`src/rtl/drift_tod_counter.sv`:
```
module drift_tod_counter #(
  parameter int STEP_NS = 16,
  parameter int PER_W   = 28,
  parameter int VAL_W   = 3
) (
  input  logic        clk,
  input  logic        rst_n,
  input  logic        reg_wr,
  input  logic [2:0]  reg_addr,
  input  logic [31:0] reg_wdata,
  input  logic        reg_rd,
  output logic [31:0] reg_rdata
);
  localparam int IVL_W  = PER_W + 5;
  localparam int DIR_B  = PER_W + VAL_W;
  localparam logic [2:0] A_CTRL = 3'd0, A_LDLO = 3'd1, A_LDHI = 3'd2,
                         A_DCFG = 3'd3, A_DRST = 3'd4, A_TLO  = 3'd5,
                         A_THI  = 3'd6;

  logic             running;
  logic [63:0]      tod;
  logic [31:0]      shadow;
  logic [31:0]      dcfg;
  logic             drst;
  logic [IVL_W-1:0] tmr;

  wire [PER_W-1:0] per_f  = dcfg[PER_W-1:0];
  wire [PER_W-1:0] per_e  = (per_f == '0) ? PER_W'(1) : per_f;
  wire [IVL_W-1:0] ivl    = (IVL_W'(per_e) << 4) | IVL_W'(8);
  wire [VAL_W-1:0] val    = dcfg[DIR_B-1:PER_W];
  wire             dir_up = dcfg[DIR_B];
  wire             d_on   = !drst && (dcfg != '0);
  wire [IVL_W-1:0] tmr_nx = tmr + IVL_W'(STEP_NS);
  wire             fire   = running && d_on && (tmr_nx >= ivl);

  wire [63:0] inc = !fire  ? 64'(STEP_NS) :
                    dir_up ? 64'(STEP_NS) + 64'(val) :
                             64'(STEP_NS) - 64'(val);

  wire wr_ctrl = reg_wr && reg_addr == A_CTRL;
  wire wr_ldlo = reg_wr && reg_addr == A_LDLO;
  wire wr_ldhi = reg_wr && reg_addr == A_LDHI;

  always_ff @(posedge clk) begin
    if (!rst_n) running <= 1'b1;
    else if (wr_ctrl && reg_wdata == 32'd2) running <= 1'b0;
    else if (wr_ctrl && reg_wdata == 32'd4) running <= 1'b1;
  end

  always_ff @(posedge clk) begin
    if (!rst_n) tod <= '0;
    else if (running) tod <= tod + inc;
    else if (wr_ldlo) tod[31:0] <= reg_wdata;
    else if (wr_ldhi) tod[63:32] <= reg_wdata;
  end

  always_ff @(posedge clk) begin
    if (!rst_n) begin
      drst <= 1'b0;
      dcfg <= '0;
    end else begin
      if (reg_wr && reg_addr == A_DRST) drst <= reg_wdata[0];
      if (reg_wr && reg_addr == A_DCFG && drst) dcfg <= reg_wdata;
    end
  end

  always_ff @(posedge clk) begin
    if (!rst_n || !d_on) tmr <= '0;
    else if (fire) tmr <= '0;
    else if (running) tmr <= tmr_nx;
  end

  always_ff @(posedge clk) begin
    if (!rst_n) shadow <= '0;
    else if (reg_rd && reg_addr == A_TLO) shadow <= tod[63:32];
  end

  always_comb begin
    case (reg_addr)
      A_CTRL:  reg_rdata = {31'd0, running};
      A_DCFG:  reg_rdata = dcfg;
      A_DRST:  reg_rdata = {31'd0, drst};
      A_TLO:   reg_rdata = tod[31:0];
      A_THI:   reg_rdata = shadow;
      default: reg_rdata = '0;
    endcase
  end

  AST_STOP_HOLD: assert property (@(posedge clk) disable iff (!rst_n)
    (!running && !wr_ldlo && !wr_ldhi) |=> $stable(tod));
  AST_HELD_NOMINAL: assert property (@(posedge clk) disable iff (!rst_n)
    (running && drst) |=> (tod == $past(tod) + 64'(STEP_NS)));
  AST_CFG_LOCK: assert property (@(posedge clk) disable iff (!rst_n)
    !drst |=> $stable(dcfg));
  AST_TMR_IDLE: assert property (@(posedge clk) disable iff (!rst_n)
    drst |=> (tmr == '0));
  AST_TMR_BELOW: assert property (@(posedge clk) disable iff (!rst_n)
    d_on |-> (tmr < ivl));
  AST_STEP_BOUND: assert property (@(posedge clk) disable iff (!rst_n)
    running |=> ((tod - $past(tod)) <= 64'(STEP_NS + 7) &&
                 (tod - $past(tod)) >= 64'(STEP_NS - 7)));
  AST_SHADOW_SNAP: assert property (@(posedge clk) disable iff (!rst_n)
    (reg_rd && reg_addr == A_TLO) |=> (shadow == $past(tod[63:32])));
endmodule

```
`config.mk`:
```
export PLATFORM = sky130hd
export DESIGN_NAME = drift_tod_counter
export DESIGN_NICKNAME = d
export VERILOG_FILES = /design/src/rtl/drift_tod_counter.sv
export SDC_FILE = /design/constraint.sdc
export NUM_CORES = 1
export LEC_CHECK = 0
export CAP_MARGIN = 0
export CORE_ASPECT_RATIO = 1.75
export CORE_UTILIZATION = 40
export CTS_BUF_LIST = sky130_fd_sc_hd__clkbuf_8
export DETAILED_ROUTE_END_ITERATION = 7
export DONT_BUFFER_PORTS = 1
export GPL_ROUTABILITY_DRIVEN = 0
export PLACE_DENSITY = 0.52
export RECOVER_POWER = 100
export REMOVE_ABC_BUFFERS = 1
export SYNTH_ARGS = -nofsm -noshare
export SYNTH_HDL_FRONTEND = slang
export SYNTH_SLANG_ARGS = --single-unit
```
`constraint.sdc`:
```
create_clock -name clk -period 13 [get_ports clk]
set_input_delay 2.6 -clock clk [delete_from_list [all_inputs] [get_ports clk]]
set_output_delay 2.6 -clock clk [all_outputs]
set_load 0.02 [all_outputs]
```
==> impl_metrics.tcl <==
set metrics [dict create \
    outcome "finished, violations left" \
    violations "design-rule violations, max-capacitance violations, max-slew violations" \
    n_fill_cell 2660 \
    die_area_um2 26300 \
    drive_gt1_share_pct 8.426 \
    wire_per_inst_um 22.38 \
    overflow 0 \
    critPathArrivalTime_ns 5.11 \
    setup-violations-final 0 \
    synth_edf_count 0 \
    ys_async_sr_fraction_pct 0 \
    syn_inst 1302 \
    cts.sinks 159 \
    insertedDiodeCount 0 \
    io_pins 71 \
    cts_inserted_buffers 17 \
    place_hpwl_um 25440 \
    die_y_um 213.8 \
    via_count 9381 \
    rsz0062_at_grt "false" \
    syn_area_um2 10250 \
    p_leak_uw 0.003808 \
    post-cts-setup-buffers 0 \
    slew_viol_final 90 \
    fin_setup_tns_ns 0 \
    grt_pass1_vias 9003 \
    cap_viol_max_count 3 \
    die_w_um 123.0 \
    cts_tree "done" \
    initial_core_util_pct 40.62 \
    antenna_found_initial 0 \
    fin_crit_sh_pct 59.34 \
    ys_seq_elements 159 \
    coreArea_um2 25240 \
    cts_resized 0 \
    period_minus_slack_ns 7.714 \
    final_util_pct 42.35 \
    drc 1 \
    ir_worst_vdd_uv 65.14 \
    start_kind "input port" \
    fmax_mhz 129.6 \
    wl_um 35230 \
    row_count 77 \
    p_per_area_nw_per_um2 85.15 \
    synthFlopType "dfxtp_1" \
    vias_per_cell 5.960 \
    worst_pin_slew_ns 3.373 \
    htreeDepth 4 \
    max-slew-margin-rel_pct -125.9 \
    io_buffers 0 \
    syn2layout_area_growth_pct 4.259 \
    clkSlewWorstSetupHoldPaths_ns 0.09 \
    crit_type "input port to primary output" \
    ys_types 66 \
    ys_warn_count 0 \
    holdBufCountCts 0 \
    crit_path_end_kind "primary output" \
    critical_path_required_ns 10.40 \
    cts_root_buf "clkbuf_8" \
    worstSkewPairLatency_ns 0.52 \
    grt.total_usage_pct 28.03 \
    grt_pass1_wl_um 54110 \
    dr.pass1.iters 8 \
    grt_max_degree 71 \
    final-hold-violation-count 0 \
    antenna_left 0 \
    clockBufferDepth 2 \
    yosysSeqAreaShare_pct 31.05 \
    nets 1320 \
    drt_iter0_markers 478 \
    crit_fanout 18 \
    clock_skew_ns 0.01257 \
    min_path_type "register to register" \
    avgSynthCellArea_um2 7.874 \
]
[final cells by class]
type	count	area, um^2	area share (%)
clock buffer	17	234.0	2.189
clock inverter	15	153.9	1.440
inverter	43	162.7	1.522
multi-input combinational	1010	6466	60.49
sequential	159	3187	29.81
tap	316	395.4	3.699
timing repair buffer	14	90.09	0.8428
[placed cells by master (no fill, tap or decap), types with 3 or more instances in the layout]
cell type and n:
a2111oi_0 3, a211oi_1 25, a21o_1 8, a21oi_1 121, a22o_1 63, a31oi_1 6
and2_1 16, and3_1 26, and4_1 15, buf_4 10, clkbuf_1 4, clkbuf_8 17
clkinv_4 3, clkinvlp_4 3, dfxtp_1 158, ha_1 35, inv_1 42, inv_6 6
mux2_2 31, mux2i_1 25, nand2_1 217, nand2b_1 5, nand3_1 49, nand4_1 39
nor2_1 56, nor2_2 20, nor2b_1 5, nor3_1 25, nor3b_1 6, nor4_1 25
o211ai_1 3, o21ai_0 44, or3_1 8, or4_1 6, xnor2_1 53, xor2_1 42
[where the power goes]
| group | internal, uW | switching [uW] | total [uW] |
|---|---|---|---|
| sequential | 488 | 2.45 | 490 |
| clock | 158 | 223 | 380 |
| combinational | 11.0 | 28.8 | 39.7 |
[worst max-delay path, stage by stage]
cell,delay (ns)
nor2b_1,1.02
clkbuf_1,0.92
a22o_1,0.28
a22o_1,0.27
[metrics by stage]
step                      worst slack (ns)  power [uW]  cells  area [um^2]  hold WS [ns]
after detailed placement             6.293       542.4   1542        10380        0.4494
final                                5.286       910.1   1574        10690        0.4614
after global placement               6.350       541.7   1542        10380        0.4454
after floorplan                      6.114       527.2   1212         9872        0.4319
after CTS                            6.291       923.2   1574        10770        0.4628
after global routing                 5.147       942.8   1574        10690        0.4836
[per-layer routing]
metal  track usage (%)  share of wire, %
met1             30.76                38
met4             15.33               5.2
met2             49.92                52
met3             5.505               4.4
met5                 0                 0
[path summary, 6_finish.rpt]
path                                   from            to  slack [ns]  cells past startpoint
worst max-delay path            reg_addr[1]  reg_rdata[1]        5.29                      4
worst min-delay path             shadow[12]    shadow[12]        0.46                      2
worst max register to register       tmr[4]       tod[52]        6.19                     20
worst min register to register   shadow[12]    shadow[12]        0.46                      2
[cell usage after synthesis (all sizes together), types with 25 or more instances]
cell / instances / area [um^2]
nor4: 26 / 205.2
a21oi: 121 / 605.6
a211oi: 25 / 187.7
nand3: 50 / 255.3
xnor2: 53 / 464.2
nand2: 217 / 814.5
inv: 42 / 157.7
o21ai: 44 / 220.2
xor2: 43 / 384.1
and3: 26 / 162.7
ha: 35 / 437.9
a22o: 63 / 551.8
nor3: 25 / 125.1
nor2: 76 / 335.3
mux2: 32 / 360.3
dfxtp: 159 / 3183
mux2i: 25 / 250.2
nand4: 42 / 290.3
clkbuf: 69 / 259.0
[flip-flops by register name, indices dropped and copies added, names as in the netlist]
| name | count |
|---|---|
| shadow | 32 |
| tod | 64 |
| dcfg | 32 |
| drst | 1 |
| tmr | 29 |
| running | 1 |
[logic make-up (layout without fill, tap and decap cells)]
| family | count (synthesis) | in the layout | share of synthesized area [%] |
|---|---|---|---|
| AND/OR/NAND/NOR | 529 | 529 | 26.13 |
| AO/OA/AOI/OAI | 292 | 292 | 18.84 |
| flip-flops | 159 | 159 | 31.05 |
| XOR/XNOR | 96 | 96 | 8.274 |
| multiplexers | 57 | 57 | 5.956 |
| buffers and inverters | 133 | 89 | 5.284 |
| adder cells (fa/ha/maj) | 36 | 36 | 4.467 |
Note: power is estimated with default switching activity, not from simulation.
